<file path="src/rtl/irqc_pkg.sv">
package irqc_pkg;
  typedef enum logic [1:0] {
    ST_IDLE = 2'd0,
    ST_PEND = 2'd1,
    ST_ACT  = 2'd2,
    ST_BOTH = 2'd3
  } irq_state_t;

  localparam int unsigned SPUR_ID = 1023;

  localparam int unsigned A_CTRL  = 0;
  localparam int unsigned A_MASK  = 1;
  localparam int unsigned A_EN    = 2;
  localparam int unsigned A_TRIG  = 3;
  localparam int unsigned A_ACK   = 4;
  localparam int unsigned A_EOI   = 5;
  localparam int unsigned A_PRIO  = 16;
endpackage

</file>
<file path="src/rtl/irqc_src.sv">
module irqc_src
  import irqc_pkg::*;
(
  input  logic       clk,
  input  logic       rst_n,
  input  logic       irq_in,
  input  logic       edge_mode,
  input  logic       ack_take,
  input  logic       eoi_take,
  output irq_state_t state_q
);
  logic       in_q;
  logic       rise;
  logic       held;
  logic       assert_ev;
  irq_state_t state_d;

  always_comb begin
    rise      = irq_in & ~in_q;
    held      = edge_mode | irq_in;
    assert_ev = edge_mode ? rise : irq_in;
    state_d   = state_q;
    unique case (state_q)
      ST_IDLE: if (assert_ev) state_d = ST_PEND;
      ST_PEND: begin
        if (ack_take)   state_d = ST_ACT;
        else if (!held) state_d = ST_IDLE;
      end
      ST_ACT: begin
        if (eoi_take)       state_d = assert_ev ? ST_PEND : ST_IDLE;
        else if (assert_ev) state_d = ST_BOTH;
      end
      ST_BOTH: begin
        if (eoi_take)   state_d = held ? ST_PEND : ST_IDLE;
        else if (!held) state_d = ST_ACT;
      end
      default: state_d = ST_IDLE;
    endcase
  end

  always_ff @(posedge clk or negedge rst_n) begin
    if (!rst_n) begin
      in_q    <= 1'b0;
      state_q <= ST_IDLE;
    end else begin
      in_q    <= irq_in;
      state_q <= state_d;
    end
  end
endmodule

</file>
<file path="src/rtl/irqc_arb.sv">
module irqc_arb #(
  parameter int unsigned NUM_IRQ = 8,
  parameter int unsigned PRIO_W  = 4,
  localparam int unsigned IDX_W  = (NUM_IRQ > 1) ? $clog2(NUM_IRQ) : 1
) (
  input  logic [NUM_IRQ-1:0]             pend,
  input  logic [NUM_IRQ-1:0]             irq_en,
  input  logic [NUM_IRQ-1:0][PRIO_W-1:0] prio,
  input  logic [PRIO_W-1:0]              pmask,
  output logic                           found,
  output logic [IDX_W-1:0]               win_id
);
  logic [NUM_IRQ-1:0] cand;
  logic [PRIO_W-1:0]  best;

  always_comb begin
    for (int i = 0; i < NUM_IRQ; i++) begin
      cand[i] = pend[i] & irq_en[i] & (prio[i] < pmask);
    end
  end

  // Scan from the top so that the lowest index wins among equal values.
  always_comb begin
    found  = 1'b0;
    best   = '0;
    win_id = '0;
    for (int i = NUM_IRQ - 1; i >= 0; i--) begin
      if (cand[i] && (!found || (prio[i] <= best))) begin
        found  = 1'b1;
        best   = prio[i];
        win_id = IDX_W'(i);
      end
    end
  end
endmodule

</file>
<file path="src/rtl/irqc_regs.sv">
module irqc_regs
  import irqc_pkg::*;
#(
  parameter int unsigned NUM_IRQ = 8,
  parameter int unsigned PRIO_W  = 4,
  parameter int unsigned ADDR_W  = 6,
  parameter int unsigned DATA_W  = 32,
  parameter int unsigned ID_W    = 10
) (
  input  logic                           clk,
  input  logic                           rst_n,
  input  logic                           reg_wr,
  input  logic                           reg_rd,
  input  logic [ADDR_W-1:0]              reg_addr,
  input  logic [DATA_W-1:0]              reg_wdata,
  input  logic [DATA_W-1:0]              ack_word,
  output logic                           dist_en,
  output logic                           cpu_en,
  output logic [PRIO_W-1:0]              pmask,
  output logic [NUM_IRQ-1:0]             irq_en,
  output logic [NUM_IRQ-1:0]             edge_sel,
  output logic [NUM_IRQ-1:0][PRIO_W-1:0] prio,
  output logic                           ack_rd,
  output logic                           eoi_vld,
  output logic [ID_W-1:0]                eoi_id,
  output logic [DATA_W-1:0]              reg_rdata
);
  logic               ctrl_we, mask_we, en_we, trig_we;
  logic [NUM_IRQ-1:0] prio_we;
  logic [DATA_W-1:0]  rdata_d;
  logic               unused_wdata;

  assign unused_wdata = ^reg_wdata;

  always_comb begin
    ctrl_we = reg_wr && (reg_addr == ADDR_W'(A_CTRL));
    mask_we = reg_wr && (reg_addr == ADDR_W'(A_MASK));
    en_we   = reg_wr && (reg_addr == ADDR_W'(A_EN));
    trig_we = reg_wr && (reg_addr == ADDR_W'(A_TRIG));
    ack_rd  = reg_rd && (reg_addr == ADDR_W'(A_ACK));
    eoi_vld = reg_wr && (reg_addr == ADDR_W'(A_EOI));
    eoi_id  = reg_wdata[ID_W-1:0];
  end

  always_ff @(posedge clk or negedge rst_n) begin
    if (!rst_n) begin
      dist_en  <= 1'b0;
      cpu_en   <= 1'b0;
      pmask    <= '0;
      irq_en   <= '0;
      edge_sel <= '0;
    end else begin
      if (ctrl_we) begin
        dist_en <= reg_wdata[0];
        cpu_en  <= reg_wdata[1];
      end
      if (mask_we) pmask    <= reg_wdata[PRIO_W-1:0];
      if (en_we)   irq_en   <= reg_wdata[NUM_IRQ-1:0];
      if (trig_we) edge_sel <= reg_wdata[NUM_IRQ-1:0];
    end
  end

  for (genvar g = 0; g < NUM_IRQ; g++) begin : g_prio
    assign prio_we[g] = reg_wr && (reg_addr == ADDR_W'(A_PRIO + g));
    always_ff @(posedge clk or negedge rst_n) begin
      if (!rst_n)          prio[g] <= '0;
      else if (prio_we[g]) prio[g] <= reg_wdata[PRIO_W-1:0];
    end
  end

  always_comb begin
    rdata_d = '0;
    if (reg_addr == ADDR_W'(A_CTRL))      rdata_d = DATA_W'({cpu_en, dist_en});
    else if (reg_addr == ADDR_W'(A_MASK)) rdata_d = DATA_W'(pmask);
    else if (reg_addr == ADDR_W'(A_EN))   rdata_d = DATA_W'(irq_en);
    else if (reg_addr == ADDR_W'(A_TRIG)) rdata_d = DATA_W'(edge_sel);
    else if (reg_addr == ADDR_W'(A_ACK))  rdata_d = ack_word;
    for (int i = 0; i < NUM_IRQ; i++) begin
      if (reg_addr == ADDR_W'(A_PRIO + i)) rdata_d = DATA_W'(prio[i]);
    end
  end

  always_ff @(posedge clk or negedge rst_n) begin
    if (!rst_n)      reg_rdata <= '0;
    else if (reg_rd) reg_rdata <= rdata_d;
  end
endmodule

</file>
<file path="src/rtl/prio_irq_ctrl.sv">
module prio_irq_ctrl
  import irqc_pkg::*;
#(
  parameter int unsigned NUM_IRQ = 8,
  parameter int unsigned PRIO_W  = 4,
  parameter int unsigned ADDR_W  = 6,
  parameter int unsigned DATA_W  = 32,
  parameter int unsigned ID_W    = 10,
  localparam int unsigned IDX_W  = (NUM_IRQ > 1) ? $clog2(NUM_IRQ) : 1
) (
  input  logic               clk,
  input  logic               rst_n,
  input  logic [NUM_IRQ-1:0] irq_in,
  input  logic               reg_wr,
  input  logic               reg_rd,
  input  logic [ADDR_W-1:0]  reg_addr,
  input  logic [DATA_W-1:0]  reg_wdata,
  output logic [DATA_W-1:0]  reg_rdata,
  output logic               irq_req
);
  logic                           dist_en, cpu_en;
  logic [PRIO_W-1:0]              pmask;
  logic [NUM_IRQ-1:0]             irq_en, edge_sel;
  logic [NUM_IRQ-1:0][PRIO_W-1:0] prio;
  logic                           ack_rd, eoi_vld;
  logic [ID_W-1:0]                eoi_id;
  logic [DATA_W-1:0]              ack_word;
  logic [NUM_IRQ-1:0]             pend, ack_take, eoi_hit;
  logic [NUM_IRQ-1:0][1:0]        st_vec;
  logic                           found, fwd_ok, ack_hit, req_d;
  logic [IDX_W-1:0]               win_id;

  irqc_regs #(
    .NUM_IRQ(NUM_IRQ), .PRIO_W(PRIO_W), .ADDR_W(ADDR_W),
    .DATA_W(DATA_W), .ID_W(ID_W)
  ) u_regs (
    .clk(clk), .rst_n(rst_n), .reg_wr(reg_wr), .reg_rd(reg_rd),
    .reg_addr(reg_addr), .reg_wdata(reg_wdata), .ack_word(ack_word),
    .dist_en(dist_en), .cpu_en(cpu_en), .pmask(pmask), .irq_en(irq_en),
    .edge_sel(edge_sel), .prio(prio), .ack_rd(ack_rd), .eoi_vld(eoi_vld),
    .eoi_id(eoi_id), .reg_rdata(reg_rdata)
  );

  irqc_arb #(.NUM_IRQ(NUM_IRQ), .PRIO_W(PRIO_W)) u_arb (
    .pend(pend), .irq_en(irq_en), .prio(prio), .pmask(pmask),
    .found(found), .win_id(win_id)
  );

  always_comb begin
    fwd_ok   = dist_en & cpu_en;
    ack_hit  = ack_rd & fwd_ok & found;
    req_d    = fwd_ok & found;
    ack_word = (fwd_ok && found) ? DATA_W'(win_id) : DATA_W'(SPUR_ID);
  end

  for (genvar g = 0; g < NUM_IRQ; g++) begin : g_src
    irq_state_t st;
    assign ack_take[g] = ack_hit && (win_id == IDX_W'(g));
    assign eoi_hit[g]  = eoi_vld && (eoi_id == ID_W'(g));
    irqc_src u_src (
      .clk(clk), .rst_n(rst_n), .irq_in(irq_in[g]), .edge_mode(edge_sel[g]),
      .ack_take(ack_take[g]), .eoi_take(eoi_hit[g]), .state_q(st)
    );
    assign pend[g]   = (st == ST_PEND);
    assign st_vec[g] = st;
  end

  always_ff @(posedge clk or negedge rst_n) begin
    if (!rst_n) irq_req <= 1'b0;
    else        irq_req <= req_d;
  end
endmodule

</file>
<file path="config.mk">
export PLATFORM = sky130hd
export DESIGN_NAME = prio_irq_ctrl
export DESIGN_NICKNAME = d
export VERILOG_FILES = /design/src/rtl/irqc_pkg.sv /design/src/rtl/irqc_src.sv /design/src/rtl/irqc_arb.sv /design/src/rtl/irqc_regs.sv /design/src/rtl/prio_irq_ctrl.sv
export SDC_FILE = /design/constraint.sdc
export NUM_CORES = 1
export LEC_CHECK = 0
export BUFFER_PORTS_ARGS = -buffer_cell sky130_fd_sc_hd__buf_4
export CORE_MARGIN = 1.5
export CORE_UTILIZATION = 60
export CTS_BUF_LIST = sky130_fd_sc_hd__clkbuf_4 sky130_fd_sc_hd__clkbuf_8
export DETAILED_ROUTE_END_ITERATION = 12
export GPL_TIMING_DRIVEN = 0
export PLACE_DENSITY = 0.94
export SYNTH_ARGS = -nofsm -noshare
export SYNTH_HDL_FRONTEND = slang
export SYNTH_SLANG_ARGS = --single-unit
</file>
<file path="constraint.sdc">
create_clock -name clk -period 14.58 [get_ports clk]
set_input_delay 1.458 -clock clk [delete_from_list [all_inputs] [get_ports clk]]
set_output_delay 1.458 -clock clk [all_outputs]
set_load 0.1 [all_outputs]
</file>
==> run_results.csv, run 1 <==
group,metric,value,unit
grt,antenna_found_initial,0,
floorplanning,io_pins,83,
clocking,cts_root_buf,"clkbuf_8",
sta,final_max_slew_viol_count,0,
drt,dr.pass1.iters,7,
logic_synthesis,synth_area,6250,um^2
worst_hold_path,whs_path_depth,1,
sta,setup_tns,0,ns
final_layout,fin_util,68.2,%
setup_path,slowest_delay,0.56,ns
drt,detail-route-antenna-nets,0,
floorplanning,start_util,61.0,%
logic_synthesis,seq_area_frac_synth,35.3,%
final_layout,drive_gt1_share,19.2,%
final_layout,final_common_cell,"dfrtp_1",
floorplanning,die_h,105,um
clocking,htree_levels,3,
power_and_ir_drop,ir_drop,0.0000709,V
drt,post-route-drc-count,0,
clocking,cts.sinks,88,
logic_synthesis,synth_cell_types,77,
setup_path,cp_common_cell,"ha_1",
grt,grt_pass1_wl,30900,um
sta,tightest_slew,1.15,ns
clocking,post-cts-setup-buffer-count,0,
logic_synthesis,ys_seq_elements,88,
floorplanning,dieArea,11000,um^2
clocking,postCtsResizedCells,0,
clocking,cts.reportedPaths.clkPinSlew,0.10,ns
sta,rsz0062_at_grt,"false",
setup_path,r2r_slack,1.31,ns
setup_path,worstSetupPathType,"reg -> reg",
sta,hold_viol,0,
status,status,"completed",
setup_path,cp.required,14.81,ns
drt,drtIter0Drc,576,
setup_path,r2r_start,"u_regs.pmask[1]",
floorplanning,std_cell_rows,37,
grt,grt_usage,36.8,%
clocking,hold_buffers,0,
clocking,cts_buffers,9,
setup_path,cp_max_fo,10,
placement,gp_congestion,0.986,
grt,grt_pass1_vias,5623,
setup_path,critPathCaptureType,"register",
grt,grt_max_degree,89,
setup_path,rr_worst_depth,53,
clocking,clk_path_buf_depth,2,
floorplanning,die_w,105,um
setup_path,worstReg2RegEnd,"g_src[7].u_src.state_q[0]",
worst_hold_path,holdPathEnd,"g_src[6].u_src.state_q[1]",
sta,clock_skew,0.0147,ns
drt,wire_per_inst,22.6,um
drt,via_per_inst,6.65,
drt,routed_wl,19600,um
logic_synthesis,ys_async_sr_fraction,100,%
final_layout,area_growth,11.7,%
power_and_ir_drop,powerDensity,112,nW/um^2
grt,grt.overflow.total,0,
sta,finalCritPeriodShare,91.0,%
logic_synthesis,synth_flop_cell,"dfrtp_1",
logic_synthesis,synth_cells,662,
power_and_ir_drop,p_leak,3.12,nW
clocking,cts_tree,"built",
final_layout,nets,830,
worst_hold_path,min-delay-start,"g_src[6].u_src.state_q[1]",
placement,hpwl,14800,um
logic_synthesis,syn_area_per_cell,9.44,um^2
logic_synthesis,synth_warnings,0,
final_layout,antenna_cells,0,
sta,fmax,0.0753,GHz
placement,io_buffer_count,34,
drt,routed-via-count,5777,
setup_path,critPathArrivalTime,13.51,ns
clocking,worstSkewPairLatency,0.37,ns
final_layout,layout_common_cells,"dfrtp_1 (88), nand2_1 (62), buf_4 (58)",
floorplanning,core_area,10200,um^2
sta,slew_headroom,22.3,%
worst_hold_path,hold_class,"reg -> reg",
setup_path,slowest_stage,"nor3_1",
logic_synthesis,synth-edff-count,0,
sta,setup_viol,0,
flow_run,maxCapViolations,0,
sta,period_minus_slack,13.27,ns
setup_path,cp-start-kind,"register",
==> cell type report <==
cell class	count	area, um^2
sequential	88	2200
clock inverter	4	76.3
inverter	30	113
timing repair buffer	34	255
clock buffer	12	153
fill	818	3250
buffer	50	294
tap	136	170
multi-input combinational	515	3720
==> worst max-delay path, delay by kind of cell (launching register included) <==
family,cells,cell delay [ns]
adder cells (fa/ha/maj),8,2.36
buffers and inverters,5,1.01
multiplexers,1,0.36
AND/OR/NAND/NOR,16,3.11
AO/OA/AOI/OAI,23,5.89
flip-flops,1,0.40
==> cells in the mapped netlist (10+ instances only) <==
cell type,count,area share [%]
dfrtp_1,88,35
clkbuf_1,19,1.1
a22oi_1,10,1.2
inv_1,30,1.8
o21ai_0,49,3.9
a21oi_1,19,1.5
nand3_1,15,1.2
nand2b_1,11,1.1
nand2_1,62,3.7
nor2_1,40,2.4
nor2b_1,16,1.6
buf_4,24,2.9
ha_1,52,10
nor3_1,13,1.0
mux2_2,44,7.9
o21a_1,12,1.4
==> cells by family after synthesis <==
| group | after synthesis | synth area share (%) |
|---|---|---|
| simple gates | 205 | 17.1 |
| compound gates | 188 | 21.9 |
| flops | 88 | 35.3 |
| buf+inv | 80 | 6.51 |
| fa+ha+maj | 52 | 10.4 |
| mux | 48 | 8.73 |
| other cells | 1 | 0.0600 |
==> power breakdown <==
group	internal (mW)	switching [mW]	total (mW)	leakage [nW]
registers	0.269	0.0337	0.302	1.15
clock network	0.106	0.0904	0.196	0.114
logic	0.107	0.177	0.284	1.85
==> registers in the layout, indices dropped and copies added (netlist names) <==
| signal | count |
|---|---|
| g_src.u_src.state_q | 16 |
| u_regs.prio | 32 |
| u_regs.pmask | 4 |
| u_regs.dist_en | 1 |
| u_regs.irq_en | 8 |
| u_regs.cpu_en | 1 |
| g_src.u_src.in_q | 8 |
| u_regs.reg_rdata | 9 |
| u_regs.edge_sel | 8 |
| irq_req | 1 |
==> metrics by stage <==
step                std cells  power [mW]  area (um^2)  worst slack, ns  hold WS [ns]
floorplan                 683       0.501         6320             3.83         0.442
global placement          853       0.563         6750             2.32         0.452
detailed placement        853       0.582         6750             1.83         0.465
CTS                       869       0.775         6980             1.74         0.480
global route              869       0.815         6980            0.811         0.506
finish                    869       0.783         6980             1.31         0.486
==> worst max-delay path by stage <==
stage	start	depth (start not counted)	to	slack [ns]
3_3_place_gp	u_regs.pmask[1]	53	g_src[6].u_src.state_q[0]	2.32
2_1_floorplan	u_regs.pmask[1]	54	g_src[0].u_src.state_q[1]	3.83
6_report	u_regs.pmask[1]	53	g_src[7].u_src.state_q[0]	1.31
5_1_grt	u_regs.pmask[1]	55	g_src[6].u_src.state_q[0]	0.81
3_5_place_dp	u_regs.pmask[1]	55	g_src[7].u_src.state_q[0]	1.83
4_1_cts	u_regs.pmask[1]	53	g_src[7].u_src.state_q[0]	1.74
==> metal layers <==
layer	routed length, um	vias up	track usage, %	part of all wire [%]
met5	0	-	0	0
met4	810	0	16.3	4.1
met3	1790	83	5.36	9.1
met2	9290	367	60.4	47
met1	7720	2769	48.2	39
li1	-	2558	-	-
Note: power is estimated with default switching activity, not from simulation.
==> run 2, diff against run 1 <==
--- a/config.mk
+++ b/config.mk
@@ -7,11 +7,9 @@
 export LEC_CHECK = 0
 export BUFFER_PORTS_ARGS = -buffer_cell sky130_fd_sc_hd__buf_4
 export CORE_MARGIN = 1.5
-export CORE_UTILIZATION = 60
-export CTS_BUF_LIST = sky130_fd_sc_hd__clkbuf_4 sky130_fd_sc_hd__clkbuf_8
+export CORE_UTILIZATION = 59
 export DETAILED_ROUTE_END_ITERATION = 12
-export GPL_TIMING_DRIVEN = 0
-export PLACE_DENSITY = 0.94
+export PLACE_DENSITY = 0.92
 export SYNTH_ARGS = -nofsm -noshare
 export SYNTH_HDL_FRONTEND = slang
 export SYNTH_SLANG_ARGS = --single-unit
==> run 2 against run 1 <==
  * Clock skew grew 0.0032 ns
  * Highest routed layer unchanged
  * Largest cell class unchanged
  * Fmax shrank 0.39%
  * Non-clock buffer count shrank 44
  * Wire length shrank 8.6%
  * Core utilization shrank 3.0 points
==> run_results.csv, run 2 (synthesized netlist as in run 1, its figures left out) <==
group,metric,value,unit
status,status,"completed",
sta,slew_headroom,27.4,%
final_layout,multi_input_area,3720,um^2
floorplanning,dieArea,11200,um^2
final_layout,area_growth,7.35,%
setup_path,slowest_stage,"a31oi_1",
setup_path,slowest_delay,0.72,ns
final_layout,layout_common_cells,"dfrtp_1 (88), nand2_1 (62), ha_1 (52)",
final_layout,nets,786,
drt,routed-via-count,5610,
grt,grt_pass1_vias,5502,
clocking,htree_levels,3,
power_and_ir_drop,ir_drop,0.0000746,V
setup_path,critPathArrivalTime,13.59,ns
power_and_ir_drop,switching_share,40.1,%
clocking,cts_root_buf,"clkbuf_8",
worst_hold_path,hold_class,"reg -> reg",
final_layout,largest_reg_flops,32,
floorplanning,die_h,106,um
clocking,cts_tree,"built",
sta,final_max_slew_viol_count,0,
grt,grt_usage,33.0,%
clocking,cts.sinks,88,
grt,use_met1,41.6,%
clocking,cts.reportedPaths.clkPinSlew,0.10,ns
setup_path,cp_common_cell,"ha_1",
placement,hpwl,13400,um
drt,drtIter0Drc,518,
drt,post-route-drc-count,0,
drt,via_per_inst,6.80,
final_layout,seq_area,2200,um^2
power_and_ir_drop,p_int,450,uW
sta,finalCritPeriodShare,91.4,%
power_and_ir_drop,p_seq_share,40.2,%
sta,hold_slack,0.502,ns
power_and_ir_drop,p_switching,302,uW
clocking,post-cts-setup-buffer-count,0,
power_and_ir_drop,power,752,uW
floorplanning,start_util,60.8,%
clocking,cts_buffers,9,
final_layout,fin_util,65.2,%
power_and_ir_drop,clockPowerShare,23.9,%
setup_path,cp.required,14.84,ns
floorplanning,die_w,106,um
final_layout,antenna_cells,0,
setup_path,critPathCaptureType,"register",
clocking,worstSkewPairLatency,0.39,ns
grt,grt.overflow.total,0,
drt,dr.pass1.iters,5,
sta,rsz0062_at_grt,"false",
grt,antenna_found_initial,0,
setup_path,cp-start-kind,"register",
final_layout,fill_cells,823,
grt,grt_pass1_wl,28200,um
final_layout,top_register,"u_regs.prio",
floorplanning,std_cell_rows,37,
power_and_ir_drop,powerDensity,112,nW/um^2
final_layout,drive_gt1_share,17.4,%
power_and_ir_drop,power_frac_comb,35.9,%
clocking,hold_buffers,0,
sta,hold_viol,0,
grt,top_usage_layer,"met2",
power_and_ir_drop,p_leak,2.96,nW
grt,grt_use_met2,54.5,%
sta,fmax,0.0750,GHz
floorplanning,io_pins,83,
sta,setup_tns,0,ns
drt,detail-route-antenna-nets,0,
setup_path,worstSetupPathType,"reg -> reg",
clocking,postCtsResizedCells,0,
grt,gr-usage-met3,4.17,%
grt,grt_max_degree,89,
setup_path,cp_max_fo,11,
sta,clock_skew,0.0179,ns
clocking,clk_path_buf_depth,2,
placement,gp_congestion,0.977,
sta,period_minus_slack,13.33,ns
final_layout,reg_top3,"u_regs.prio (32), g_src.u_src.state_q (16), u_regs.reg_rdata (9)",
flow_run,maxCapViolations,0,
sta,setup_viol,0,
final_layout,final_common_cell,"dfrtp_1",
drt,routed_wl,17900,um
placement,io_buffer_count,38,
floorplanning,core_area,10300,um^2
drt,wire_per_inst,21.7,um
sta,tightest_slew,1.09,ns
-- run 2: changes by cell type in the layout (fill, tap and decap cells not counted), moves of 2 or more --
cell      before  now
buf_1          4    0
buf_4         58   40
buf_6          2    0
clkbuf_1      19    0
clkbuf_4       2    0
clkinv_4       0    2
-- run 2: power by group through the flow --
stage / Sequential [mW] / Combinational (mW) / Clock (mW)
2_1_floorplan: 0.301 / 0.200 / 0
3_3_place_gp: 0.303 / 0.246 / 0
3_5_place_dp: 0.305 / 0.264 / 0
4_1_cts: 0.300 / 0.266 / 0.181
5_1_grt: 0.304 / 0.294 / 0.187
6_report: 0.302 / 0.270 / 0.179
-- run 2: layout make-up --
cell class	count	share of cell area [%]
Clock buffer	9	1.85
Clock inverter	7	1.19
Inverter	30	1.68
Multi-Input combinational cell	515	55.4
Sequential cell	88	32.8
Tap cell	136	2.54
Timing Repair Buffer	40	4.48
-- run 2: stage by stage --
step / area, um^2 / setup WS (ns) / std cells
floorplan: 6320 / 3.83 / 683
CTS: 6710 / 1.53 / 825
global placement: 6500 / 2.23 / 809
global route: 6710 / 0.432 / 825
finish: 6710 / 1.25 / 825
detailed placement: 6500 / 1.58 / 809
-- run 2: routing by layer --
layer / wire, um / vias to the layer above
met3: 1600 / 78
li1: - / 2474
met1: 6830 / 2676
met4: 953 / 0
met2: 8540 / 382
met5: 0 / -
-- run 2: final timing paths --
check	start	to	slack (ns)	cells past startpoint
min	g_src[6].u_src.state_q[1]	g_src[6].u_src.state_q[1]	0.50	1
max in group asynchronous	rst_n	g_src[1].u_src.state_q[0]	12.61	1
min in group asynchronous	rst_n	u_regs.reg_rdata[7]	1.28	1
max	u_regs.pmask[1]	g_src[7].u_src.state_q[0]	1.25	50
min reg2reg	g_src[6].u_src.state_q[1]	g_src[6].u_src.state_q[1]	0.50	1
max reg2reg	u_regs.pmask[1]	g_src[7].u_src.state_q[0]	1.25	50
-- run 2: critical path: cells and delay by family (launching register included) --
kind                       cells  cell delay [ns]
AOI/OAI and AO/OA             23             6.27
adders and majority gates      8             2.34
buffers and inverters          2             0.40
DFF                            1             0.40
muxes                          1             0.35
and+or+nand+nor               16             3.43
